## src/rtl/arc_pkg.sv

```systemverilog
package arc_pkg;

   typedef enum logic [0:0] {
      ARC_OUT_SQUARE = 1'b0,
      ARC_OUT_PULSE  = 1'b1
   } arc_out_mode_e;

   localparam int ARC_KMIN = 4;
   localparam int ARC_KMAX = 16;

endpackage

```

## src/rtl/arc_err_scale.sv

```systemverilog
module arc_err_scale #(
   parameter int FDW = 12,
   parameter int GW  = 8,
   parameter int CW  = 24
) (
   input  logic [FDW-1:0]       fill_count,
   input  logic [FDW-1:0]       fill_target,
   input  logic [GW-1:0]        loop_gain,
   input  logic [CW-2:0]        corr_limit,
   output logic signed [CW-1:0] x_clamped
);
   localparam int EW = FDW + 1;
   localparam int PW = EW + GW + 1;

   logic signed [EW-1:0] err;
   logic signed [PW-1:0] prod;
   logic signed [CW-1:0] wide;
   logic signed [CW-1:0] lim_pos;
   logic signed [CW-1:0] lim_neg;

   assign err     = $signed({1'b0, fill_count}) - $signed({1'b0, fill_target});
   assign prod    = PW'(err) * $signed({1'b0, loop_gain});
   assign wide    = CW'(prod);
   assign lim_pos = $signed({1'b0, corr_limit});
   assign lim_neg = -lim_pos;

   always_comb begin
      if (wide > lim_pos)
         x_clamped = lim_pos;
      else if (wide < lim_neg)
         x_clamped = lim_neg;
      else
         x_clamped = wide;
   end
endmodule

```

## src/rtl/arc_lowpass.sv

```systemverilog
module arc_lowpass #(
   parameter int CW   = 24,
   parameter int KW   = 5,
   parameter int KMIN = arc_pkg::ARC_KMIN,
   parameter int KMAX = arc_pkg::ARC_KMAX
) (
   input  logic                 clk,
   input  logic                 rst_n,
   input  logic                 upd,
   input  logic                 clear,
   input  logic [KW-1:0]        shift_req,
   input  logic signed [CW-1:0] x_in,
   output logic signed [CW-1:0] y_out
);
   logic [KW-1:0]        k_eff;
   logic signed [CW:0]   diff;
   logic signed [CW:0]   delta;
   logic signed [CW-1:0] y_q;
   logic signed [CW-1:0] y_next;

   always_comb begin
      if (shift_req < KW'(KMIN))
         k_eff = KW'(KMIN);
      else if (shift_req > KW'(KMAX))
         k_eff = KW'(KMAX);
      else
         k_eff = shift_req;
   end

   assign diff   = $signed({x_in[CW-1], x_in}) - $signed({y_q[CW-1], y_q});
   assign delta  = diff >>> k_eff;
   assign y_next = y_q + delta[CW-1:0];

   always_ff @(posedge clk) begin
      if (!rst_n)
         y_q <= '0;
      else if (clear)
         y_q <= '0;
      else if (upd)
         y_q <= y_next;
   end

   assign y_out = y_q;
endmodule

```

## src/rtl/arc_phase_acc.sv

```systemverilog
module arc_phase_acc #(
   parameter int                    AW       = 32,
   parameter arc_pkg::arc_out_mode_e OUT_MODE = arc_pkg::ARC_OUT_SQUARE
) (
   input  logic          clk,
   input  logic          rst_n,
   input  logic [AW-1:0] step,
   output logic          tick_out
);
   logic [AW-1:0] acc_q;
   logic [AW:0]   acc_sum;

   assign acc_sum = {1'b0, acc_q} + {1'b0, step};

   always_ff @(posedge clk) begin
      if (!rst_n)
         acc_q <= '0;
      else
         acc_q <= acc_sum[AW-1:0];
   end

   generate
      if (OUT_MODE == arc_pkg::ARC_OUT_SQUARE) begin : g_square
         assign tick_out = acc_q[AW-1];
      end else begin : g_pulse
         logic carry_q;
         always_ff @(posedge clk) begin
            if (!rst_n)
               carry_q <= 1'b0;
            else
               carry_q <= acc_sum[AW];
         end
         assign tick_out = carry_q;
      end
   endgenerate
endmodule

```

## src/rtl/adaptive_rate_ctrl.sv

```systemverilog
module adaptive_rate_ctrl #(
   parameter int                    FDW      = 12,
   parameter int                    GW       = 8,
   parameter int                    CW       = 24,
   parameter int                    KW       = 5,
   parameter int                    AW       = 32,
   parameter arc_pkg::arc_out_mode_e OUT_MODE = arc_pkg::ARC_OUT_SQUARE
) (
   input  logic                 clk,
   input  logic                 rst_n,
   input  logic                 frame_tick,
   input  logic [FDW-1:0]       fill_count,
   input  logic [FDW-1:0]       fill_target,
   input  logic [GW-1:0]        loop_gain,
   input  logic [KW-1:0]        lpf_shift,
   input  logic [CW-2:0]        corr_limit,
   input  logic [AW-1:0]        nominal_word,
   input  logic                 underrun,
   output logic signed [CW-1:0] corr_out,
   output logic [AW-1:0]        freq_word,
   output logic                 line_clk
);
   localparam int PW = FDW + GW + 2;
   localparam int SW = AW + 2;

   if (CW < PW) begin : g_bad_cw
      $error("CW too narrow for error times gain");
   end
   if (CW > AW) begin : g_bad_aw
      $error("CW must not exceed AW");
   end
   if (arc_pkg::ARC_KMAX >= (1 << KW)) begin : g_bad_kw
      $error("KW cannot hold the largest shift");
   end

   logic signed [CW-1:0] x_clamped;
   logic signed [CW-1:0] y_val;
   logic signed [SW-1:0] sum;
   logic [AW-1:0]        fw_next;
   logic [AW-1:0]        fw_q;

   arc_err_scale #(.FDW(FDW), .GW(GW), .CW(CW)) u_err (
      .fill_count (fill_count),
      .fill_target(fill_target),
      .loop_gain  (loop_gain),
      .corr_limit (corr_limit),
      .x_clamped  (x_clamped)
   );

   arc_lowpass #(.CW(CW), .KW(KW)) u_lpf (
      .clk      (clk),
      .rst_n    (rst_n),
      .upd      (frame_tick),
      .clear    (underrun),
      .shift_req(lpf_shift),
      .x_in     (x_clamped),
      .y_out    (y_val)
   );

   assign sum = $signed({2'b00, nominal_word}) + SW'(y_val);

   always_comb begin
      if (sum < 0)
         fw_next = '0;
      else if (sum[SW-1:AW] != '0)
         fw_next = '1;
      else
         fw_next = sum[AW-1:0];
   end

   always_ff @(posedge clk) begin
      if (!rst_n)
         fw_q <= '0;
      else if (underrun)
         fw_q <= nominal_word;
      else
         fw_q <= fw_next;
   end

   arc_phase_acc #(.AW(AW), .OUT_MODE(OUT_MODE)) u_acc (
      .clk     (clk),
      .rst_n   (rst_n),
      .step    (fw_q),
      .tick_out(line_clk)
   );

   assign corr_out  = y_val;
   assign freq_word = fw_q;
endmodule

```

## config.mk

```make
export PLATFORM = sky130hd
export DESIGN_NAME = adaptive_rate_ctrl
export DESIGN_NICKNAME = d
export VERILOG_FILES = /design/src/rtl/arc_pkg.sv /design/src/rtl/arc_err_scale.sv /design/src/rtl/arc_lowpass.sv /design/src/rtl/arc_phase_acc.sv /design/src/rtl/adaptive_rate_ctrl.sv
export SDC_FILE = /design/constraint.sdc
export NUM_CORES = 1
export LEC_CHECK = 0
export BUFFER_PORTS_ARGS = -buffer_cell sky130_fd_sc_hd__clkbuf_2
export CORE_AREA = 4 4 163 165
export CTS_CLUSTER_SIZE = 30
export DETAILED_ROUTE_END_ITERATION = 12
export DIE_AREA = 0 0 167 169
export PLACE_DENSITY = 0.82
export SYNTH_ARGS = -nofsm -noshare
export SYNTH_HDL_FRONTEND = slang
export SYNTH_SLANG_ARGS = --single-unit
```

## constraint.sdc

```tcl
create_clock -name clk -period 16.3 [get_ports clk]
set_clock_uncertainty 0.2 [all_clocks]
set_input_delay 1.63 -clock clk [delete_from_list [all_inputs] [get_ports clk]]
set_output_delay 1.63 -clock clk [all_outputs]
set_load 0.02 [all_outputs]
```

==> results by group, run 1 <==
Run status
  • Outcome: finished clean

Critical path
  • CP Launch Point: fill_count[0]
  • Startpoint Class: input port
  • Worst Path Buf+Inv: 7
  • CP peak stage delay: 580 ps
  • FF-to-FF Start: u_lpf.y_out[4]$_SDFFE_PP0P_
  • R2R setup slack: 10080 ps
  • CP delay by family, top: compound AO/OA/AOI/OAI gates
  • Worst Setup End Kind: flop
  • Crit Path Class: in2reg
  • R2R depth: 26
  • CP max-delay cell: fa_1
  • Worst EP arrival: 15270 ps
  • WP data required: 16290 ps
  • R2R Path End: u_lpf.y_out[22]$_SDFFE_PP0P_
  • Crit path max fanout: 21

Cells and area
  • Nets: 2520
  • Inserted Diodes: 0
  • Commonest non-fill, non-tap cell in the layout: inv_1
  • Layout area overhead: 9.54%
  • Share of cells above drive strength 1: 11.0%
  • Post-route insts no fill: 2460
  • Highest-count cells in the layout ignoring fill and taps: 246 x inv_1, 210 x ha_1, 181 x nand2_1

Global route
  • Vias in the first global route: 13800
  • Largest net degree at the start of global routing: 36
  • Total global-route track usage: 28.1%
  • GRT Residual Overflow: 0
  • First-pass GRT wire length: 67500 um
  • Initial antenna violation count: 0

Synthesis
  • Warnings from Yosys: 0
  • Netlist cell types: 76
  • Synth async-reset ratio: 0%
  • Cells after Synth: 1995
  • Top cell type's share of synthesized area: 17.1%
  • Seq/Total Area, Yosys: 11.4%
  • Area contributors post-synth: ha_1 17%, fa_1 12%, dfxtp_1 11%
  • Syn Area/Cell: 7.72 um2
  • Synthesized area: 15400 um2
  • EDFF count, synth: 0
  • Cell accounting for the most synthesized area: ha_1
  • Seq cells post-synth: 88
  • Net count after synthesis: 2390
  • Synth Flop Type: dfxtp_1

STA
  • Final Hold Vio Count: 0
  • Final min period: 15280 ps
  • Endpoints failing setup: 0
  • Fin crit share: 93.7%
  • Pins Over Slew Limit: 0
  • Slew HR: 18.2%
  • Achievable Freq: 0.0654 GHz
  • Worst slew pin tran: 1230 ps

Route
  • Via count: 14700
  • Drt first pass iters: 7
  • Total wire length: 41100 um
  • Vias per cell: 5.97
  • DRT iter0 DRCs: 1214
  • DRC Markers: 0
  • Post-DRT Antenna Nets: 0
  • WL/cell: 16.7 um

Floorplanning
  • Row count: 58
  • Die Wd: 167 um
  • Die height: 169 um
  • Die area: 28200 um2
  • IO Pins: 153
  • Initial core utilization: 61.5%
  • Core area: 25000 um2

Clock tree
  • Post-CTS Hold Buffers: 0
  • Root buffer cell: clkbuf_16
  • CTS Buf Count: 9
  • Clock Latency Late Sink: 340 ps
  • Clock buffer depth: 2
  • Clk sinks: 88
  • Clock Pin Slew Worst Setup and Hold Paths: 70 ps
  • CTS tree: done
  • Total number of H-tree levels: 3

Placed design
  • Port Buffer Count: 152
  • GP Congestion: 0.972
  • Placed insts: 2443
  • DP HPWL: 34300 um

Worst hold path
  • Worst min-delay path class: reg2reg
  • Min-Delay Path Depth: 2
  • Beginning of the worst hold path: u_acc.acc_q[0]$_SDFF_PN0_
  • Worst hold endpoint: u_acc.acc_q[0]$_SDFF_PN0_

Flow run
  • Max_cap viols: 0
state kept, by name, indices dropped and copies added, names as in the netlist:
| register | flops |
|---|---|
| freq_word | 32 |
| u_lpf.y_out | 24 |
| u_acc.acc_q | 32 |
synthesized netlist by cell type, types with 10 or more instances:
library cell / instances
nor3_1: 52
o21ai_0: 88
nor2_1: 162
xnor2_1: 91
o21a_1: 27
nand2_1: 181
and2_1: 58
xor2_1: 37
and3_1: 17
ha_1: 210
nor2b_1: 36
inv_1: 247
a21oi_1: 126
nand3_1: 28
a21o_1: 65
o31ai_1: 13
mux2i_1: 43
o211ai_1: 14
a21boi_0: 11
or3_1: 13
o21ai_1: 10
nand4_1: 14
o21bai_1: 20
a211oi_1: 21
dfxtp_1: 88
a31oi_1: 18
fa_1: 89
a22o_1: 30
nand2b_1: 21
clkbuf_1: 34
layout make-up:
class,count,area [um2]
clock buffers,9,225
well taps,330,413
inverters,247,927
clock inverters,7,68.8
flip-flops and latches,88,1760
repair buffers,171,903
fillers,2166,8170
multi-input cells,1608,12600
how the worst max path moves through the flow:
stage / to / cells after the start
floorplan: u_lpf.y_out[22]$_SDFFE_PP0P_ / 63
global placement: u_lpf.y_out[22]$_SDFFE_PP0P_ / 63
detailed placement: u_lpf.y_out[22]$_SDFFE_PP0P_ / 63
CTS: u_lpf.y_out[22]$_SDFFE_PP0P_ / 63
global route: u_lpf.y_out[22]$_SDFFE_PP0P_ / 65
finish: u_lpf.y_out[22]$_SDFFE_PP0P_ / 63
cells by family after synthesis:
logic type | Yosys count | share of synthesized area [%]
simple gates | 613 | 19.1
flops | 88 | 11.4
compound gates | 517 | 22.6
buf+inv | 299 | 7.52
mux | 50 | 3.31
xor+xnor | 129 | 7.39
fa+ha+maj | 299 | 28.6
what timing repair did:
action | CTS | global route
resized for setup | 0 | 21
setup endpoints to repair | 0 | 13
buffers inserted | 0 | 1
per-stage QoR:
step / util (%) / cell area (um2) / worst slack (ps) / TNS [ps] / hold slack (ps)
CTS: 67.1 / 16800 / 466 / 0 / 366
floorplan: - / 15400 / 1960 / 0 / 322
detailed placement: 65.9 / 16500 / 181 / 0 / 345
finish: 67.4 / 16900 / 1020 / 0 / 361
global placement: 65.9 / 16500 / 682 / 0 / 331
global route: 67.4 / 16900 / -34.2 / -55.0 / 401
worst reg2reg max path, cell delays in order, from the launching register on:
cell and delay [ps]:
dfxtp_1 530, inv_1 100, ha_1 390, a2111o_1 470, a31oi_2 240, o211ai_1 150, a21oi_1 230, o21bai_1 100
xor2_1 160, mux2i_1 240, mux2i_1 200, nand2_1 140, a31oi_1 90, a21o_1 180, ha_1 230, fa_1 420
a21o_1 190, a211oi_1 270, o21ai_0 120, a21oi_1 220, a221oi_1 170, o31ai_2 340, o21a_1 210, o21ai_0 110
xor2_1 150, mux2i_1 150, nor2_1 60
routing by layer:
metal | part of all wire [%] | global-route usage, % | up-vias | routed length, um
met4 | 2.7 | 7.29 | 0 | 1100
li1 | - | - | 7185 | -
met2 | 47 | 48.1 | 533 | 19400
met5 | 0 | 0 | - | 0
met1 | 44 | 38.2 | 6895 | 18100
met3 | 6.2 | 2.99 | 79 | 2550
Power of run 1 is left out: the tool's default activity adds up to more than one toggle a clock period on the data nets, which glitch-free logic cannot reach.
==> run 2: changes to the inputs <==
--- a/config.mk
+++ b/config.mk
@@ -12,4 +12,5 @@
 export DIE_AREA = 0 0 167 169
 export PLACE_DENSITY = 0.82
+export RECOVER_POWER = 50
 export SYNTH_ARGS = -nofsm -noshare
 export SYNTH_HDL_FRONTEND = slang
--- a/constraint.sdc
+++ b/constraint.sdc
@@ -3,3 +3,3 @@
 set_input_delay 1.63 -clock clk [delete_from_list [all_inputs] [get_ports clk]]
 set_output_delay 1.63 -clock clk [all_outputs]
-set_load 0.02 [all_outputs]
+set_load 0.005 [all_outputs]
==> results by group, run 2 (synthesized netlist as in run 1, its figures left out) <==
Global route
  • First-pass GRT wire length: 67500 um (unchanged)
  • GRT Residual Overflow: 0 (unchanged)
  • Total global-route track usage: 28.1% (unchanged)
  • Initial antenna violation count: 0 (unchanged)
  • Vias in the first global route: 13800 (unchanged)
  • Largest net degree at the start of global routing: 36 (unchanged)

Cells and area
  • Post-route insts no fill: 2460 (unchanged)
  • Share of cells above drive strength 1: 10.0% (-0.99 points)
  • Layout area overhead: 9.37%
  • Post-route cell area: 16800 um2 (-0.16%)
  • Nets: 2520 (unchanged)
  • Commonest non-fill, non-tap cell in the layout: inv_1
  • Highest-count cells in the layout ignoring fill and taps: 246 x inv_1, 210 x ha_1, 181 x nand2_1
  • Inserted Diodes: 0 (unchanged)

STA
  • Final min period: 15270 ps (-6.01 ps)
  • Pins Over Slew Limit: 0 (unchanged)
  • Worst slew pin tran: 1220 ps (-3.07 ps)
  • Final Hold Vio Count: 0 (unchanged)
  • Endpoints failing setup: 0 (unchanged)
  • Achievable Freq: 0.0655 GHz (about the same)
  • Setup TNS: 0 ps (unchanged)
  • Slew HR: 18.4% (+0.20 points)
  • Fin crit share: 93.7% (about the same)

Route
  • WL/cell: 16.7 um (about the same)
  • Post-DRT Antenna Nets: 0 (unchanged)
  • DRT iter0 DRCs: 1234 (+1.6%)
  • DRC Markers: 0 (unchanged)
  • Total wire length: 41200 um (about the same)
  • Drt first pass iters: 6 (-1)
  • Vias per cell: 5.98 (+0.13%)
  • Via count: 14700 (+0.13%)

Clock tree
  • Clock Pin Slew Worst Setup and Hold Paths: 70 ps (about the same)
  • Clock Latency Late Sink: 340 ps (about the same)
  • Post-CTS Hold Buffers: 0 (unchanged)
  • Root buffer cell: clkbuf_16
  • CTS tree: done
  • Clock buffer depth: 2 (unchanged)
  • Clk sinks: 88 (unchanged)
  • Total number of H-tree levels: 3 (unchanged)
  • CTS Buf Count: 9 (unchanged)

Placed design
  • Placement Cell Area: 16500 um2 (unchanged)
  • Placed insts: 2443 (unchanged)
  • Port Buffer Count: 152 (unchanged)
  • DP HPWL: 34300 um (unchanged)
  • GP Congestion: 0.972 (unchanged)

Critical path
  • R2R Path End: u_lpf.y_out[22]$_SDFFE_PP0P_
  • CP peak stage delay: 580 ps (about the same)
  • R2R setup slack: 10070 ps (about the same)
  • FF-to-FF Start: u_lpf.y_out[4]$_SDFFE_PP0P_
  • Crit path max fanout: 21 (unchanged)
  • Crit Path Class: in2reg
  • WP data required: 16290 ps (about the same)
  • Worst EP arrival: 15260 ps (about the same)
  • Startpoint Class: input port
  • Worst Setup End Kind: flop
  • R2R depth: 26 (unchanged)
  • CP max-delay cell: fa_1

Flow run
  • Max_cap viols: 0 (unchanged)

Floorplanning
  • Row count: 58 (unchanged)
  • Die area: 28200 um2 (unchanged)
  • IO Pins: 153 (unchanged)
  • Core area: 25000 um2 (unchanged)
  • Die height: 169 um (unchanged)
  • Die Wd: 167 um (unchanged)
  • Initial core utilization: 61.5% (unchanged)

Run status
  • Outcome: finished clean

Worst hold path
  • Beginning of the worst hold path: u_acc.acc_q[0]$_SDFF_PN0_
  • Min-Delay Path Depth: 2 (unchanged)
  • Worst min-delay path class: reg2reg
  • Worst hold endpoint: u_acc.acc_q[0]$_SDFF_PN0_
## run 2: cell count changes in the layout (fill, tap and decap cells not counted)
| cell | change |
|---|---|
| clkbuf_1 | +21 |
| and2_0 | +1 |
| and2_1 | -1 |
| clkbuf_2 | -21 |
## run 2: metrics by stage
stage | utilization (%) | setup slack [ps] | hold slack [ps]
after floorplan | - | 1960 | 321
after global placement | 65.9 | 682 | 331
final | 67.2 | 1030 | 361
after detailed placement | 65.9 | 181 | 345
after CTS | 67.1 | 466 | 366
after global routing | 67.2 | -34.2 | 401
## run 2: cell type report
type	count	area, um2
Tap cell	330	413
Clock buffer	9	225
Timing Repair Buffer	171	877
Sequential cell	88	1760
Clock inverter	7	68.8
Multi-Input combinational cell	1608	12600
Fill cell	2175	8200
Inverter	247	927
## run 2: worst max path at each step
| stage | slack (ps) | endpoint | depth (start not counted) | startpoint |
|---|---|---|---|---|
| after floorplan | 1960 | u_lpf.y_out[22]$_SDFFE_PP0P_ | 63 | fill_count[0] |
| after global placement | 680 | u_lpf.y_out[22]$_SDFFE_PP0P_ | 63 | fill_count[0] |
| after detailed placement | 180 | u_lpf.y_out[22]$_SDFFE_PP0P_ | 63 | fill_count[0] |
| after CTS | 470 | u_lpf.y_out[22]$_SDFFE_PP0P_ | 63 | fill_count[0] |
| after global routing | -30 | u_lpf.y_out[22]$_SDFFE_PP0P_ | 65 | fill_target[1] |
| final | 1030 | u_lpf.y_out[22]$_SDFFE_PP0P_ | 63 | fill_count[0] |
## run 2: per-layer routing
| layer | wire (um) | share of wire [%] | track usage, % | up-vias |
|---|---|---|---|---|
| li1 | - | - | - | 7185 |
| met1 | 18100 | 44 | 38.2 | 6878 |
| met2 | 19400 | 47 | 48.1 | 564 |
| met3 | 2480 | 6.0 | 2.99 | 84 |
| met4 | 1100 | 2.7 | 7.29 | 0 |
| met5 | 0 | 0 | 0 | - |
## run 2: worst max-delay path: cells and delay by family
kind,cells,cell delay [ps]
XOR/XNOR,3,530
multiplexers,3,580
adder cells (fa/ha/maj),11,4350
buffers and inverters,7,590
AO/OA/AOI/OAI,31,6370
AND/OR/NAND/NOR,8,1210
## run 2: repair_timing
item                                    in CTS  in global routing
resized for setup                            0                 21
setup buffers                                0                  1
endpoints found under the setup margin       0                 13
Power of run 2 is left out for the same reason.
